File: src/rtl/link_err_mon.sv
module link_err_mon #(
  parameter int          WIN_LEN = 64,
  parameter logic [15:0] THR_RST = 16'h0010
) (
  input  logic        clk,
  input  logic        rst_n,
  input  logic        word_vld,
  input  logic        code_err,
  input  logic        link_err,
  input  logic        reg_wr,
  input  logic [1:0]  reg_addr,
  input  logic [7:0]  reg_wdata,
  output logic [15:0] cnt_out,
  output logic        fwd_en,
  output logic        lock_ok
);
  localparam int          PW   = (WIN_LEN > 1) ? $clog2(WIN_LEN) : 1;
  localparam logic [15:0] CMAX = 16'hFFFF;

  logic          acc, mask, sel, hold, clr_q, halted, code_hit;
  logic [15:0]   thr, run_cnt, win_cnt, prev_cnt;
  logic [PW-1:0] pos;

  wire        err     = word_vld & ((code_err & ~mask) | link_err);
  wire        inc     = acc & err & ~halted;
  wire        win_end = word_vld && (pos == PW'(WIN_LEN - 1));
  wire [15:0] win_nxt = (inc && win_cnt != CMAX) ? win_cnt + 16'd1 : win_cnt;

  always_ff @(posedge clk) begin
    if (!rst_n) begin
      {acc, mask, sel, hold, clr_q, halted, code_hit} <= '0;
      thr      <= THR_RST;
      run_cnt  <= '0;
      win_cnt  <= '0;
      prev_cnt <= '0;
      pos      <= '0;
    end else begin
      clr_q    <= reg_wr && reg_addr == 2'd0 && reg_wdata[2];
      code_hit <= word_vld & code_err & ~mask;
      if (reg_wr) begin
        case (reg_addr)
          2'd0:    {hold, sel, mask, acc} <= {reg_wdata[4:3], reg_wdata[1:0]};
          2'd1:    thr[7:0]  <= reg_wdata;
          2'd2:    thr[15:8] <= reg_wdata;
          default: ;
        endcase
      end
      if (clr_q) begin
        halted   <= 1'b0;
        run_cnt  <= '0;
        win_cnt  <= '0;
        prev_cnt <= '0;
        pos      <= '0;
      end else if (!halted) begin
        if (run_cnt > thr && !hold) halted <= 1'b1;
        if (inc && run_cnt != CMAX) run_cnt <= run_cnt + 16'd1;
        if (win_end) begin
          prev_cnt <= win_nxt;
          win_cnt  <= '0;
          pos      <= '0;
        end else if (word_vld) begin
          win_cnt <= win_nxt;
          pos     <= pos + PW'(1);
        end
      end
    end
  end

  assign cnt_out = sel ? prev_cnt : run_cnt;
  assign fwd_en  = ~halted;
  assign lock_ok = ~halted & ~code_hit;
endmodule

File: config.mk
export PLATFORM = sky130hd
export DESIGN_NAME = link_err_mon
export DESIGN_NICKNAME = d
export VERILOG_FILES = /design/src/rtl/link_err_mon.sv
export SDC_FILE = /design/constraint.sdc
export NUM_CORES = 1
export LEC_CHECK = 0
export BUFFER_PORTS_ARGS = -buffer_cell sky130_fd_sc_hd__buf_4
export CAP_MARGIN = 20
export CELL_PAD_IN_SITES_DETAIL_PLACEMENT = 0
export CELL_PAD_IN_SITES_GLOBAL_PLACEMENT = 1
export CORE_MARGIN = 2
export CORE_UTILIZATION = 49
export CTS_CLUSTER_DIAMETER = 60
export CTS_CLUSTER_SIZE = 12
export DETAILED_ROUTE_END_ITERATION = 10
export PLACE_DENSITY_LB_ADDON = 0.1
export RECOVER_POWER = 100
export SLEW_MARGIN = 20
export SYNTH_ARGS = -nofsm -noshare
export SYNTH_HDL_FRONTEND = slang
export SYNTH_SLANG_ARGS = --single-unit
File: constraint.sdc
create_clock -name clk -period 3.3 [get_ports clk]
set_input_delay 0.33 -clock clk [delete_from_list [all_inputs] [get_ports clk]]
set_output_delay 0.33 -clock clk [all_outputs]
set_load 0.05 [all_outputs]
Word-level counts from Yosys, hierarchy flattened
Cells that the tools add are included.
Widths: inputs -> output; s select.

cells by class
  order comparisons = 1
  add/subtract/negate cells = 3
  reductions and logical operators = 16
  bitwise gates (word level) = 12
  multiplexer cells = 8
  equal/unequal tests = 5

operators by type and width
  kind                   number
  $mux 16                4
  $add 16x1->16 const B  2
  $ne 16x16->1 const B   2
  $gt 16x16->1           1
  $mux 6                 2
  $reduce_and 2->1       6
  $and 1x1->1            7
  $add 6x1->6 const B    1
  $eq 6x6->1 const B     1
  $logic_and 1x1->1      6
  $not 1->1              4
  $eq 2x1->1 const B     1
  $eq 2x2->1 const B     1
  $logic_not 2->1        1
  $mux 1                 2
  $reduce_bool 2->1      1
  $reduce_or 2->1        1
  $logic_not 1->1        1
  $or 1x1->1             1

word-level totals
  logic and storage cells = 58
  output and inout bits = 18
  bits in registers = 77
  input port bits = 16

Depth between registers and ports, before layout
  depth in word-level cells = 10
  depth in mapped cells = 8
  mapped depth without buffers = 7

Least setup slack after synthesis
OpenSTA, ideal clock, no wires.

  path type = register -> output
  start point = register sel
  end point = output cnt_out[0]
  setup slack = 1.118 ns
  required time = 2.970 ns
  cell stages (with the launch flop) = 4
  arrival time = 1.852 ns
  buffers on the path = 2
  cell sequence = dfxtp_1 -> clkbuf_1 -> clkbuf_1 -> o21ai_0

on the way
  cells in the longest elaborated chain, start to end = 1

RTL lines
  what                    line  RTL
  from (decl)             20    logic acc, mask, sel, hold, clr_q, halted, code_hit;
  from (signal assigned)  42    2'd0: {hold, sel, mask, acc} <= {reg_wdata[4:3], reg_wdata[1:0]};
  $mux 16                 69    assign cnt_out = sel ? prev_cnt : run_cnt;
  to (decl)               13    output logic [15:0] cnt_out,

Every way passes these cells.

Final worst setup path
  start point = register mask
  end point = register win_cnt[5]

on the way
  cells in the longest elaborated chain, start to end = 10

RTL lines
  what                      line  RTL
  from (decl)               20
  from (signal assigned)    42
  $not 1->1                 24    wire err = word_vld & ((code_err & ~mask) | link_err);
  $and 1x1->1               24
  $or 1x1->1                24
  $and 1x1->1               24
  $and 1x1->1 (2 in a row)  25    wire inc = acc & err & ~halted;
  $logic_and 1x1->1         27    wire [15:0] win_nxt = (inc && win_cnt != CMAX) ? win_cnt + 16'd1 : win_cnt;
  $mux 16                   27
  $mux 16                   61    end else if (word_vld) begin
  $mux 16                   57    if (win_end) begin
  to (signal assigned)      62    win_cnt <= win_nxt;
  to (decl)                 21    logic [15:0] thr, run_cnt, win_cnt, prev_cnt;

Every way passes these cells. The select of a mux whose other input is x is not followed.
A chain may end at the register's enable or synchronous reset.

==> impl_metrics.toml <==
[synth]
seq_area_frac_synth_pct = 36.1
ys_async_sr_fraction_pct = 0
yosysWarnings = 0
synthCells = 500
avgSynthCellArea_um2 = 8.55
ys_ff_latch = 77
synth-edff-count = 0
syn_area_um2 = 4270
synth_flop_cell = "dfxtp_1"
synth_cell_types = 60
synth_nets = 535

[floorplan]
dieArea_um2 = 9490
io_pins = 34
num_rows = 34
initial_core_util_pct = 49.7
fp.dieH_um = 97.4
die_w_um = 97.4
coreArea_um2 = 8590

[timing]
slew-limit-headroom_pct = -3.02
finalSetupViolations = 0
rsz0062_at_grt = "no"
fin_crit_ns = 2.54
slew_violations = 14
timing.fmax_ghz = 0.394
skew_ns = 0.00937
fin_crit_sh_pct = 76.8
tightest_slew_ns = 1.53
finalWorstSetupSlack_ns = 0.765
hold_viol_final = 0
fin_tns_setup_ns = 0

[clock_tree]
cts_resized = 0
numClockSinks = 77
postCtsSetupBuffers = 0
worst_skew_pair.late_latency_ns = 0.36
hold_buffers = 0
cts_root_buf = "clkbuf_8"
clkSlewWorstSetupHoldPaths_ns = 0.09
cts_buffers = 9
cts_tree = "done"
htree_num_levels = 3
clk_path_buf_depth = 2

[place]
portBuffers = 33
hpwl_mm = 8.19
place_congestion = 0.907
dpl.cell_count = 617
dp_worst_setup_slack_ns = 1.17

[power_and_ir_drop]
power.density_nw_per_um2 = 385
finalPower_uw = 1800
vdd_drop_max_mv = 0.189
p_leak_uw = 0.00172

[detailed_routing]
drc_errors = 0
viasPerCell = 5.85
ant_nets = 0
drt-total-wl_mm = 11.1
first_pass_iters = 5
wire_per_inst_um = 17.6
num_vias = 3701
drt_iter0_markers = 137

[worst_setup_path]
cp_data_arrival_time_ns = 2.76
worstPathRequired_ns = 3.53
setup.worst_path.start_class = "register"
crit_path_end_kind = "register"
rr_endpoint = "win_cnt[5]$_SDFFE_PP0P_"
critical_path_class = "reg2reg"
rrSetupSlack_ns = 0.76
r2r-start = "mask$_SDFFE_PN0P_"
reg2reg_depth = 5
worst-path-max-fanout = 13

[final_layout]
layoutNonFillerInstCount = 633
utilization_pct = 54.4
fin_nets = 555
antennaDiodeCount = 0
fillers = 872
drive_above_1_share_pct = 10.9
syn2layout_area_growth_pct = 9.28

[global_route]
grtUsageTotal_pct = 24.1
grt_pass1_wl_mm = 18.1
grt_overflow = 0
grt_max_degree = 34
grt_pass1_vias = 3425
antenna_found_initial = 0

[worst_hold_path]
min_path_cells = 3
hp-class = "in2reg"
min-delay-start = "reg_wdata[4]"
hold_path_end = "thr[4]$_SDFFE_PN1P_"

[status]
violations = "capacitance limit, slew limit"
outcome = "complete, but fails checks"

[run]
cap_violations = 1
## placed cells by master (no fill, tap or decap), types with 2 or more instances in the layout
cell type and n:
dfxtp_1 77, nand2_1 34, nor2_1 34, a21oi_1 34, o21ai_0 30, nand3_1 24, nand4_1 23, nor2b_1 22
inv_1 21, mux2i_1 21, ha_1 19, buf_4 19, xnor2_1 17, clkbuf_1 17, mux2_2 12, xor2_1 12
nor3_1 10, clkbuf_8 10, or3_1 9, nor4_1 8, a31oi_1 8, and3_1 5, and4_1 5, or4_1 4
mux2_1 3, a21o_1 3, nand3b_1 3, clkinvlp_4 3, nand2b_1 2, nor3b_1 2, and4_4 2, and2_1 2
o211ai_1 2, a211oi_1 2, clkinv_2 2
## per-stage QoR
stage	hold slack, ns	instance area [um^2]
5_1_grt	0.214	4670
2_1_floorplan	0.433	4270
3_3_place_gp	0.440	4560
6_report	0.223	4670
4_1_cts	0.213	4760
3_5_place_dp	0.454	4560
## cells in the mapped netlist, types with 8 or more instances
cell type | n | area (um^2)
mux2i_1 | 21 | 210
nand4_1 | 22 | 138
a31oi_1 | 8 | 50.1
clkbuf_1 | 16 | 60.1
a21oi_1 | 34 | 170
o21ai_0 | 28 | 140
nor3_1 | 10 | 50.1
xor2_1 | 12 | 105
nor2b_1 | 22 | 138
inv_1 | 21 | 78.8
ha_1 | 19 | 238
nor2_1 | 34 | 128
dfxtp_1 | 77 | 1540
xnor2_1 | 17 | 149
or3_1 | 9 | 56.3
mux2_2 | 15 | 169
nand3_1 | 24 | 120
nor4_1 | 8 | 50.1
nand2_1 | 34 | 128
## area by class of cell
| cell class | count | area [um^2] | area share [%] |
|---|---|---|---|
| Multi-Input combinational cell | 375 | 2510 | 53.7 |
| Timing Repair Buffer | 36 | 206 | 4.42 |
| Sequential cell | 77 | 1540 | 33.0 |
| Tap cell | 108 | 135 | 2.89 |
| Clock inverter | 6 | 62.6 | 1.34 |
| Inverter | 21 | 78.8 | 1.69 |
| Clock buffer | 10 | 138 | 2.95 |
## cells by family after synthesis
group,after synthesis,synth area share (%)
and+or+nand+nor,201,26.6
AOI/OAI and AO/OA,90,12.2
DFF,77,36.1
buffers and inverters,48,4.71
muxes,36,8.87
xor gates and xnor gates,29,5.94
adders and majority gates,19,5.56
## metal layers
layer	vias up	part of all wire, %	global-route usage [%]
li1	1844	-	-
met1	1732	44	31.0
met2	102	47	39.4
met3	23	4.5	3.60
met4	0	3.6	11.8
met5	-	0	0
## critical path: stages, from the launching register on
cell     delay [ns]
dfxtp_1        0.34
and2b_1        0.27
o21ai_0        1.20
nor4_1         0.27
mux2i_1        0.24
a21oi_1        0.08
## registers in the layout (all words and copies together) (netlist names)
register,flops
hold,1
mask,1
pos,6
halted,1
thr,16
run_cnt,16
acc,1
clr_q,1
code_hit,1
win_cnt,16
prev_cnt,16
sel,1
## how the worst max path moves through the flow
| stage | start | endpoint | cells past startpoint |
|---|---|---|---|
| floorplan | sel$_SDFFE_PN0P_ | cnt_out[0] | 3 |
| global placement | word_vld | win_cnt[14]$_SDFFE_PP0P_ | 6 |
| detailed placement | word_vld | win_cnt[14]$_SDFFE_PP0P_ | 6 |
| CTS | sel$_SDFFE_PN0P_ | cnt_out[12] | 2 |
| global route | mask$_SDFFE_PN0P_ | prev_cnt[5]$_SDFFE_PP0P_ | 5 |
| finish | mask$_SDFFE_PN0P_ | win_cnt[5]$_SDFFE_PP0P_ | 5 |
## where the power goes
| part | switching (uW) | internal, uW | leakage [uW] |
|---|---|---|---|
| combinational | 70.5 | 44.6 | 0.00100 |
| clock | 364 | 367 | 0.0000943 |
| sequential | 10.7 | 940 | 0.000622 |
(Power assumes the default switching activity.)
